**src/rtl/mbox_pkg.sv**
```systemverilog
// Shared constants for the mailbox command engine: register word
// addresses seen by the engine and the result codes on its done port.
package mbox_pkg;
    localparam int AW = 8;
    localparam logic [AW-1:0] A_VALID   = 8'h00;
    localparam logic [AW-1:0] A_RPTR    = 8'h01;
    localparam logic [AW-1:0] A_URG     = 8'h02;
    localparam logic [AW-1:0] A_FREE    = 8'h08;
    localparam logic [AW-1:0] A_VPTR    = 8'h09;
    localparam logic [AW-1:0] A_STAT    = 8'h0B;
    localparam logic [AW-1:0] A_CMD     = 8'h40;
    localparam logic [AW-1:0] A_RSP     = 8'h60;
    localparam logic [AW-1:0] A_DB_OUT  = 8'h80;
    localparam logic [AW-1:0] A_DB_IN   = 8'h81;
    localparam logic [15:0]   MAX_CMD   = 16'd2047;

    typedef enum logic [2:0] {
        RC_OK      = 3'd0,
        RC_INVALID = 3'd1,
        RC_NOSPACE = 3'd2,
        RC_TIMEOUT = 3'd3,
        RC_NOACK   = 3'd4,
        RC_RESPERR = 3'd5
    } rc_e;
endpackage

```
**src/rtl/mbox_hdr_pack.sv**
```systemverilog
// Builds the command header word from the request fields and checks that
// the request fits the ring and the command code range.
// Assumes: CMD_DEPTH <= 256; purely combinational.
module mbox_hdr_pack #(
    parameter logic [3:0] CLIENT_ID = 4'hB,
    parameter int         CMD_DEPTH = 32
) (
    input  logic [15:0] cmd,
    input  logic [7:0]  len,
    input  logic [3:0]  id,
    output logic [31:0] hdr,
    output logic        ok
);
    import mbox_pkg::*;

    // Request is legal when header plus arguments fit and the code is in range
    assign ok  = (({1'b0, len} + 9'd1) <= 9'(CMD_DEPTH)) && (cmd <= MAX_CMD);
    // Header layout: client, id, spare, length, indirect flag (0), code
    assign hdr = {CLIENT_ID, id, 1'b0, {3'b000, len}, 1'b0, cmd[10:0]};
endmodule

```
**src/rtl/mbox_timer.sv**
```systemverilog
// Down-counting timeout. A load pulse restarts it at LIMIT; expired is
// high once the count has reached zero. Assumes LIMIT > 0.
module mbox_timer #(
    parameter int          W     = 32,
    parameter logic [W-1:0] LIMIT = 32'd1000
) (
    input  logic clk,
    input  logic rst_n,
    input  logic load,
    output logic expired
);
    logic [W-1:0] count;

    // Reload on request, otherwise count down to zero and hold
    always_ff @(posedge clk) begin
        if (!rst_n)              count <= '0;
        else if (load)           count <= LIMIT;
        else if (count != '0)    count <= count - 1'b1;
    end

    assign expired = (count == '0);

    AST_TMR_RELOAD: assert property (@(posedge clk) disable iff (!rst_n)
        load |=> !expired);
endmodule

```
**src/rtl/mbox_cmd_engine.sv**
```systemverilog
// Mailbox command sender. Issues one command through the circular command
// ring, rings the doorbell, then either checks the urgent acknowledge or
// reads, filters and drains the response ring. Ends each request with a
// one-cycle done pulse and result code.
// Assumes: CMD_DEPTH and RSP_DEPTH are powers of two (pointer wrap is the
// natural binary wrap); request inputs are valid in the start cycle; the
// bus slave acknowledges every access eventually.
module mbox_cmd_engine #(
    parameter logic [3:0] CLIENT_ID = 4'hB,
    parameter int         CMD_DEPTH = 32,
    parameter int         RSP_DEPTH = 16,
    parameter int         TO_W      = 32,
    parameter int         LONG_TO   = 50_000_000,
    parameter int         SHORT_TO  = 5_000_000
) (
    input  logic                       clk,
    input  logic                       rst_n,
    input  logic                       start,
    input  logic [3:0]                 req_id,
    input  logic [15:0]                req_cmd,
    input  logic [7:0]                 req_len,
    input  logic [(CMD_DEPTH-1)*32-1:0] req_args,
    input  logic                       req_urgent,
    input  logic [7:0]                 req_cap,
    output logic                       busy,
    output logic                       bus_req,
    output logic                       bus_we,
    output logic [7:0]                 bus_addr,
    output logic [31:0]                bus_wdata,
    input  logic                       bus_ack,
    input  logic [31:0]                bus_rdata,
    output logic                       out_valid,
    output logic [31:0]                out_data,
    output logic                       done,
    output logic [2:0]                 done_code,
    output logic [10:0]                done_err
);
    import mbox_pkg::*;

    localparam int MAX_ARGS = CMD_DEPTH - 1;
    localparam int CPW      = $clog2(CMD_DEPTH);
    localparam int RPW      = $clog2(RSP_DEPTH);

    typedef enum logic [4:0] {
        S_IDLE, S_RD_FREE, S_WR_HDR, S_WR_ARG, S_WR_VALID, S_WR_URG1,
        S_WR_DB, S_POLL_DB, S_CLR_DB, S_WR_URG0, S_RD_STAT, S_RD_RPTR,
        S_RD_VPTR, S_RD_RHDR, S_WR_RPTR_H, S_POLL_VPTR, S_RD_PAY, S_WR_RPTR_P
    } st_e;

    st_e                     state;
    logic [31:0]             hdr_w, hdr_q;
    logic                    hdr_ok;
    logic [MAX_ARGS*32-1:0]  args_q;
    logic [7:0]              len_q, cap_q, fwd_cnt;
    logic [3:0]              id_q;
    logic                    urg_q;
    logic [CPW-1:0]          wptr, idx;
    logic [RPW-1:0]          rptr;
    logic [3:0]              rh_client, rh_id;
    logic [10:0]             rh_err, rh_len, remain;
    logic                    long_load, short_load, long_exp, short_exp;
    wire                     unused_rdata = ^{bus_rdata[23], bus_rdata[11]};

    mbox_hdr_pack #(.CLIENT_ID(CLIENT_ID), .CMD_DEPTH(CMD_DEPTH)) u_pack (
        .cmd(req_cmd), .len(req_len), .id(req_id), .hdr(hdr_w), .ok(hdr_ok)
    );

    mbox_timer #(.W(TO_W), .LIMIT(TO_W'(LONG_TO))) u_long_tmr (
        .clk(clk), .rst_n(rst_n), .load(long_load), .expired(long_exp)
    );

    mbox_timer #(.W(TO_W), .LIMIT(TO_W'(SHORT_TO))) u_short_tmr (
        .clk(clk), .rst_n(rst_n), .load(short_load), .expired(short_exp)
    );

    assign busy = (state != S_IDLE);

    // Bus access decode: each state other than idle owns one access
    always_comb begin
        bus_req   = 1'b1;
        bus_we    = 1'b0;
        bus_addr  = '0;
        bus_wdata = '0;
        case (state)
            S_IDLE:      bus_req = 1'b0;
            S_RD_FREE:   bus_addr = A_FREE;
            S_WR_HDR:    begin bus_we = 1'b1; bus_addr = A_CMD + AW'(wptr); bus_wdata = hdr_q; end
            S_WR_ARG:    begin bus_we = 1'b1; bus_addr = A_CMD + AW'(wptr); bus_wdata = args_q[idx*32 +: 32]; end
            S_WR_VALID:  begin bus_we = 1'b1; bus_addr = A_VALID; bus_wdata = 32'(wptr); end
            S_WR_URG1:   begin bus_we = 1'b1; bus_addr = A_URG; bus_wdata = 32'd1; end
            S_WR_DB:     begin bus_we = 1'b1; bus_addr = A_DB_OUT; bus_wdata = 32'd1; end
            S_POLL_DB:   bus_addr = A_DB_IN;
            S_CLR_DB:    begin bus_we = 1'b1; bus_addr = A_DB_IN; end
            S_WR_URG0:   begin bus_we = 1'b1; bus_addr = A_URG; end
            S_RD_STAT:   bus_addr = A_STAT;
            S_RD_RPTR:   bus_addr = A_RPTR;
            S_RD_VPTR:   bus_addr = A_VPTR;
            S_RD_RHDR:   bus_addr = A_RSP + AW'(rptr);
            S_WR_RPTR_H: begin bus_we = 1'b1; bus_addr = A_RPTR; bus_wdata = 32'(rptr); end
            S_POLL_VPTR: bus_addr = A_VPTR;
            S_RD_PAY:    bus_addr = A_RSP + AW'(rptr);
            S_WR_RPTR_P: begin bus_we = 1'b1; bus_addr = A_RPTR; bus_wdata = 32'(rptr); end
            default:     bus_req = 1'b0;
        endcase
    end

    // Sequencer: advances on each acknowledged access and reports the result
    always_ff @(posedge clk) begin
        if (!rst_n) begin
            state <= S_IDLE;
            done <= 1'b0; done_code <= RC_OK; done_err <= '0;
            out_valid <= 1'b0; out_data <= '0;
            long_load <= 1'b0; short_load <= 1'b0;
            hdr_q <= '0; args_q <= '0; len_q <= '0; cap_q <= '0; id_q <= '0;
            urg_q <= 1'b0; wptr <= '0; idx <= '0; rptr <= '0; fwd_cnt <= '0;
            rh_client <= '0; rh_id <= '0; rh_err <= '0; rh_len <= '0; remain <= '0;
        end else begin
            done <= 1'b0;
            out_valid <= 1'b0;
            long_load <= 1'b0;
            short_load <= 1'b0;
            case (state)
                S_IDLE: if (start) begin
                    hdr_q <= hdr_w; args_q <= req_args; len_q <= req_len;
                    cap_q <= req_cap; id_q <= req_id; urg_q <= req_urgent;
                    fwd_cnt <= '0; done_err <= '0;
                    if (hdr_ok) state <= S_RD_FREE;
                    else begin done <= 1'b1; done_code <= RC_INVALID; end
                end
                S_RD_FREE: if (bus_ack) begin
                    if (bus_rdata >= 32'(CMD_DEPTH)) begin
                        done <= 1'b1; done_code <= RC_NOSPACE; state <= S_IDLE;
                    end else begin
                        wptr <= bus_rdata[CPW-1:0]; idx <= '0; state <= S_WR_HDR;
                    end
                end
                S_WR_HDR: if (bus_ack) begin
                    wptr <= wptr + 1'b1;
                    state <= (len_q == 8'd0) ? S_WR_VALID : S_WR_ARG;
                end
                S_WR_ARG: if (bus_ack) begin
                    wptr <= wptr + 1'b1;
                    idx <= idx + 1'b1;
                    if (8'(idx) + 8'd1 == len_q) state <= S_WR_VALID;
                end
                S_WR_VALID: if (bus_ack) state <= urg_q ? S_WR_URG1 : S_WR_DB;
                S_WR_URG1:  if (bus_ack) state <= S_WR_DB;
                S_WR_DB: if (bus_ack) begin
                    long_load <= 1'b1; state <= S_POLL_DB;
                end
                S_POLL_DB: if (bus_ack) begin
                    if (bus_rdata[0]) state <= S_CLR_DB;
                    else if (long_exp && !long_load) begin
                        done <= 1'b1; done_code <= RC_TIMEOUT; state <= S_IDLE;
                    end
                end
                S_CLR_DB:  if (bus_ack) state <= urg_q ? S_WR_URG0 : S_RD_RPTR;
                S_WR_URG0: if (bus_ack) state <= S_RD_STAT;
                S_RD_STAT: if (bus_ack) begin
                    done <= 1'b1; state <= S_IDLE;
                    done_code <= bus_rdata[8] ? RC_OK : RC_NOACK;
                end
                S_RD_RPTR: if (bus_ack) begin
                    rptr <= bus_rdata[RPW-1:0]; state <= S_RD_VPTR;
                end
                S_RD_VPTR: if (bus_ack) begin
                    if (bus_rdata[RPW-1:0] != rptr) state <= S_RD_RHDR;
                    else begin long_load <= 1'b1; state <= S_POLL_DB; end
                end
                S_RD_RHDR: if (bus_ack) begin
                    rh_client <= bus_rdata[31:28]; rh_id <= bus_rdata[27:24];
                    rh_len <= bus_rdata[22:12]; rh_err <= bus_rdata[10:0];
                    rptr <= rptr + 1'b1; state <= S_WR_RPTR_H;
                end
                S_WR_RPTR_H: if (bus_ack) begin
                    if (rh_client != CLIENT_ID || rh_id != id_q) begin
                        long_load <= 1'b1; state <= S_POLL_DB;
                    end else if (rh_err != '0) begin
                        done <= 1'b1; done_code <= RC_RESPERR; done_err <= rh_err;
                        state <= S_IDLE;
                    end else if (rh_len == '0) begin
                        done <= 1'b1; done_code <= RC_OK; state <= S_IDLE;
                    end else begin
                        remain <= rh_len; short_load <= 1'b1; state <= S_POLL_VPTR;
                    end
                end
                S_POLL_VPTR: if (bus_ack) begin
                    if (bus_rdata[RPW-1:0] != rptr) state <= S_RD_PAY;
                    else if (short_exp && !short_load) begin
                        done <= 1'b1; done_code <= RC_TIMEOUT; state <= S_IDLE;
                    end
                end
                S_RD_PAY: if (bus_ack) begin
                    rptr <= rptr + 1'b1;
                    remain <= remain - 1'b1;
                    if (fwd_cnt < cap_q) begin
                        out_valid <= 1'b1; out_data <= bus_rdata;
                        fwd_cnt <= fwd_cnt + 1'b1;
                    end
                    state <= S_WR_RPTR_P;
                end
                S_WR_RPTR_P: if (bus_ack) begin
                    if (remain == '0) begin
                        done <= 1'b1; done_code <= RC_OK; state <= S_IDLE;
                    end else begin
                        short_load <= 1'b1; state <= S_POLL_VPTR;
                    end
                end
                default: state <= S_IDLE;
            endcase
        end
    end

    AST_BUS_HOLD: assert property (@(posedge clk) disable iff (!rst_n)
        (bus_req && !bus_ack) |=> (bus_req && $stable(bus_addr) && $stable(bus_we) && $stable(bus_wdata)));
    AST_DONE_PULSE: assert property (@(posedge clk) disable iff (!rst_n)
        done |=> !done);
    AST_FWD_CAP: assert property (@(posedge clk) disable iff (!rst_n)
        fwd_cnt <= cap_q);
    AST_INVALID_FAST: assert property (@(posedge clk) disable iff (!rst_n)
        (state == S_IDLE && start && !hdr_ok) |=> (done && done_code == RC_INVALID && !bus_req));
    AST_URG_NO_RSP: assert property (@(posedge clk) disable iff (!rst_n)
        (busy && urg_q) |-> !(bus_req && bus_addr >= A_RSP && bus_addr < A_RSP + AW'(RSP_DEPTH)));
endmodule

```
**config.mk**
```make
export PLATFORM = sky130hd
export DESIGN_NAME = mbox_cmd_engine
export DESIGN_NICKNAME = d
export VERILOG_FILES = /design/src/rtl/mbox_pkg.sv /design/src/rtl/mbox_hdr_pack.sv /design/src/rtl/mbox_timer.sv /design/src/rtl/mbox_cmd_engine.sv
export SDC_FILE = /design/constraint.sdc
export NUM_CORES = 2
export LEC_CHECK = 0
export ABC_AREA = 1
export BUFFER_PORTS_ARGS = -buffer_cell sky130_fd_sc_hd__buf_4
export CORE_AREA = 2 2 446 448
export CTS_BUF_LIST = sky130_fd_sc_hd__clkbuf_2 sky130_fd_sc_hd__clkbuf_4 sky130_fd_sc_hd__clkbuf_8
export DETAILED_ROUTE_END_ITERATION = 6
export DIE_AREA = 0 0 448 450
export PLACE_DENSITY = 0.43
export SLEW_MARGIN = 20
export SYNTH_ARGS = -nofsm -noshare
export SYNTH_HDL_FRONTEND = slang
export SYNTH_SLANG_ARGS = --single-unit
```
**constraint.sdc**
```tcl
create_clock -name clk -period 2.35 [get_ports clk]
set_input_delay 0.235 -clock clk [delete_from_list [all_inputs] [get_ports clk]]
set_output_delay 0.235 -clock clk [all_outputs]
set_load 0.005 [all_outputs]
```
# Word level (Yosys, flattened, before mapping)
# Cells that the tools add are included.
[totals]
regBits = 1219
input_bits = 1065
out_inout_bits = 91
wordCells = 270
[classes]
addsub = 11
order_cmp = 4
n_eq_ne = 59
shifts = 1
n_mux = 118
bitwise_logic = 1
reduce_logical = 49
[ops]
columns = ["op", "count"]
rows = [
  ["$shiftx 992x11->32", 1],
  ["$pmux 32 s5", 1],
  ["$mux 5", 30],
  ["$mux 11", 9],
  ["$pmux 5 s18", 1],
  ["$pmux 8 s9", 1],
  ["$ne 2x2->1 const B", 33],
  ["$logic_not 32->1", 2],
  ["$reduce_bool 32->1", 2],
  ["$sub 32x1->32 const B", 2],
  ["$mux 3", 19],
  ["$mux 26", 2],
  ["$mux 23", 2],
  ["$pmux 11 s2", 2],
  ["$eq 5x4->1 const B", 8],
  ["$ge 32x6->1 const B", 1],
  ["$mux 1", 30],
  ["$mux 4", 7],
  ["$mux 8", 3],
  ["$logic_not 11->1", 2],
  ["$reduce_and 22->1", 1],
  ["$pmux 3 s7", 1],
  ["$eq 5x3->1 const B", 4],
  ["$pmux 5 s2", 2],
  ["other kinds (45)", 77],
]

# Logic depth before layout (Yosys ltp)
[logic_depth]
ltp_word = 6
ltp_mapped = 14
mapped_depth_nobuf = 14

# Cells and area by module
# A second synthesis with hierarchy kept.
[unflattened]
cells_unflattened = 7908
hier_area_um2 = 55878.6
[by_module_without_submodules]
columns = ["mod", "instances", "cells_per_inst", "area_each_um2", "seq_area_each_um2"]
rows = [
  ["mbox_cmd_engine", 1, 7225, 51515.7, 23282.3],
  ["mbox_timer (u_short_tmr)", 1, 330, 2064.5, 640.6],
  ["mbox_timer (u_long_tmr)", 1, 312, 2024.4, 640.6],
  ["mbox_hdr_pack", 1, 41, 274.0, 0.0],
]

# Worst setup path before layout
# Ideal clock, no wire load.
[synth_timing]
path_kind = "reg2out"
from = "register idx[1]"
to = "output bus_wdata[11]"
arrival_ps = 1582
required_ps = 2115
path_slack_ps = 533
stages_incl_launch_ff = 10
n_path_buf = 3
cell_sequence = "dfxtp_1 -> buf_2 -> nand2_2 -> buf_2 -> clkbuf_1 -> o221ai_1 -> o21ai_0 -> nor2_1 -> nor3_1 -> nor2_1"
[synth_between]
elab_chain_cells = 2
[synth_lines]
columns = ["element", "line_no", "rtl"]
rows = [
  ["start: declaration", "mbox_cmd_engine.sv:57", "logic [CPW-1:0] wptr, idx;"],
  ["start signal: assignment", "mbox_cmd_engine.sv:143", "idx <= idx + 1'b1;"],
  ["$shiftx 992x11->32", "mbox_cmd_engine.sv:88", "S_WR_ARG: begin bus_we = 1'b1; bus_addr = A_CMD + AW'(wptr); bus_wdata = args_q[idx*32 +: 32]; end"],
  ["$pmux 32 s5", "mbox_cmd_engine.sv:84", "case (state)"],
  ["end: declaration", "mbox_cmd_engine.sv:29", "output logic [31:0] bus_wdata,"],
]
# Every way passes these cells.

# Final worst setup path
[layout_timing]
from = "register idx[0]"
to = "output bus_wdata[26]"
# The elaborated chain is that of the path after synthesis.

==> impl_metrics.toml <==
[routing]
wl_per_cell_um = 25.1
via_per_inst = 5.02
drt-total-wl_um = 334000
drtIter0Drc = 5187
antenna_left = 0
drc = 0
drtPass1Iterations = 6
via_count = 66800

[finish]
nNetsFinal = 11500
fin_util = 0.470
synthToLayoutAreaGrowth_pct = 70.7
drive_gt1_frac = 0.259
final_cell_area_um2 = 92400

[sta]
hold_viol = 0
maxSlewHeadroom = 0.270
fmax_mhz = 278
slew_viol_final = 0
grt_setup_unrepaired = "true"
setup_violations = 1044
min_period_ns = 3.60
worstMarginPinSlew_ns = 1.10
post-route-period-util = 1.53
finClkSkew_ns = 0.0451
setup_slack_ns = -1.25

[global_routing]
grt_pass1_vias = 66400
track_usage = 0.314
grt_first_pass_wirelength_um = 463000
grt-ovfl-total = 0
grt_max_degree = 143
antenna_found_initial = 38

[synth]
postSynthCellCount = 7554
yosysTopAreaCell = "dfxtp_1"
synth_warnings = 0
synth_top_cell_area_share = 0.447
synth_edf_count = 0
yosysMostFrequentCell = "a21oi_1"
avgSynthCellArea_um2 = 7.16
ys_seq_elements = 1207
synthTopCellsByArea = "dfxtp_1 45%, a21oi_1 11%, o21ai_0 10%, nand2_1 7.1%, inv_1 6.0%"
synth_top_flop_cell = "dfxtp_1"
synth_fp_nets = 8636
synthArstFlopShare = 0
synth.distinct_cells = 45
synthesis.area_um2 = 54100
yosysSeqAreaShare = 0.447
synth_common_cells = "1237 x a21oi_1, 1207 x dfxtp_1, 1077 x o21ai_0, 1018 x nand2_1, 858 x inv_1"

[setup_path]
worstRegToRegCells = 15
r2r_setup_slack_ns = -0.36
cp_data_arrival_time_ns = 3.36
start_kind = "flop"
r2r-end = "args_q[217]"
crit_path_end_kind = "output port"
crit_type = "flop to output port"
crit-reg2reg-launch = "state[1]"
crit_fanout = 8
cp_data_required_time_ns = 2.12

[placement]
finalWeightedCongestion = 0.921
postPlaceCellArea_um2 = 70300
dpl.hpwl_um = 247000
post-place-ws_ns = -0.840
io_buffers = 1155

[outcome]
run_status = "finished with violations"
violations = "negative setup slack"

[power_and_ir_drop]
power_leakage_nw = 37.8
power_density_nw_per_um2 = 922
peakVddDrop_mv = 0.474
power_mw = 85.2

[floorplan]
io_pins = 1156
core-area_um2 = 197000
die_x_um = 448
die_h_um = 450
rows = 163
dieArea_um2 = 202000
start_util = 0.275

[clocking]
cts.path.max_buffers = 3
clock_latency_ns = 1.03
cts_tree = "built"
cts.clk_slew.worst_paths_ns = 0.06
numCtsBuffers = 223
htree_levels = 4
cts_sinks = 1207
cts_root_buf = "clkbuf_8"

[job]
maxCapViolCount = 0

[hold_path]
holdPathStages = 4
worst_hold_startpoint = "req_args[252]"
hold_class = "primary input to flop"
holdPathEnd = "args_q[252]"
routing by layer:
metal,share of wire,global-route usage,vias to the layer above
li1,-,-,31300
met1,0.40,0.379,32100
met2,0.47,0.525,2587
met3,0.057,0.0468,752
met4,0.071,0.190,16
met5,0.00034,0,-
power by group:
group	leakage, nW	internal (mW)	switching [mW]	total [mW]
clock network	2.55	12.2	9.98	22.2
logic	25.3	13.7	21.2	34.9
registers	9.90	25.8	2.24	28.1
cell type report:
type	count	area, um2
inverters	871	3340
well taps	2640	3300
repair buffers	3298	30500
multi-input cells	4864	26200
diodes	30	75.1
clock buffers	339	4270
flip-flops and latches	1207	24200
clock inverters	50	522
fillers	19400	104000
repair_timing:
| action | CTS | global route |
|---|---|---|
| hold buffers | 1325 | 0 |
| pin swaps | 87 | 79 |
| gates cloned | 13 | 9 |
| setup endpoints to repair | 51 | 348 |
| buffers inserted | 62 | 33 |
| endpoints found under the hold margin | 1135 | 0 |
| resized for setup | 419 | 303 |
worst max-delay path, cell delays in order, from the launching register on:
cell	delay, ns
dfxtp_4	0.37
buf_4	0.15
buf_12	0.14
buf_12	0.14
o21ai_2	0.20
buf_4	0.14
nor2_1	0.03
o21ai_1	0.15
nand3_2	0.17
buf_4	0.18
nand2_2	0.13
nand2_1	0.12
nand3_1	0.12
nand2_2	0.13
buf_4	0.17
state kept, by name, summed over array words and instances (netlist names), 7 cells and up:
| name | cells |
|---|---|
| rh_err | 11 |
| fwd_cnt | 8 |
| rh_len | 11 |
| out_data | 32 |
| done_err | 11 |
| len_q | 7 |
| remain | 11 |
| hdr_q | 14 |
| u_long_tmr.count | 32 |
| u_short_tmr.count | 32 |
| args_q | 992 |
| cap_q | 8 |
cells by family after synthesis:
logic type / after synthesis / synth area share
xor+xnor: 57 / 0.00923
fa+ha+maj: 17 / 0.00393
buf+inv: 1483 / 0.107
flops: 1207 / 0.447
compound gates: 2708 / 0.269
simple gates: 2082 / 0.164
how the worst max path moves through the flow:
| stage | from | end | slack [ns] | depth (start not counted) |
|---|---|---|---|---|
| 6_report | idx[0] | bus_wdata[26] | -1.25 | 14 |
| 3_5_place_dp | idx[0] | bus_wdata[14] | -0.84 | 11 |
| 4_1_cts | idx[0] | bus_wdata[12] | -1.43 | 15 |
| 2_1_floorplan | idx[1] | bus_wdata[11] | 0.53 | 9 |
| 5_1_grt | idx[0] | bus_wdata[19] | -1.37 | 14 |
| 3_3_place_gp | idx[0] | bus_wdata[14] | -0.86 | 11 |
stage by stage:
step / setup TNS [ns] / instances / hold slack, ns
floorplan: 0 / 7554 / 0.370
global placement: -13.91 / 11500 / 0.434
detailed placement: -14.14 / 11500 / 0.436
CTS: -49.48 / 13200 / 0.0000602
global route: -287.57 / 13300 / 0.0395
finish: -191.17 / 13300 / 0.0654
placed cells by master (no fill, tap or decap), types with 68 or more instances in the layout:
master,netlist,final
inv_1,858,848
nand3_1,570,500
dlygate4sd3_1,0,1325
buf_4,4,1736
o21ai_0,1077,935
a21oi_1,1237,1226
o21ai_1,26,102
buf_12,0,112
clkbuf_8,0,275
nand2_1,1018,949
o211ai_1,85,85
o22ai_1,79,68
buf_6,2,84
nor2_1,365,352
dfxtp_1,1207,1197
Power figures use the tool's default switching activity.
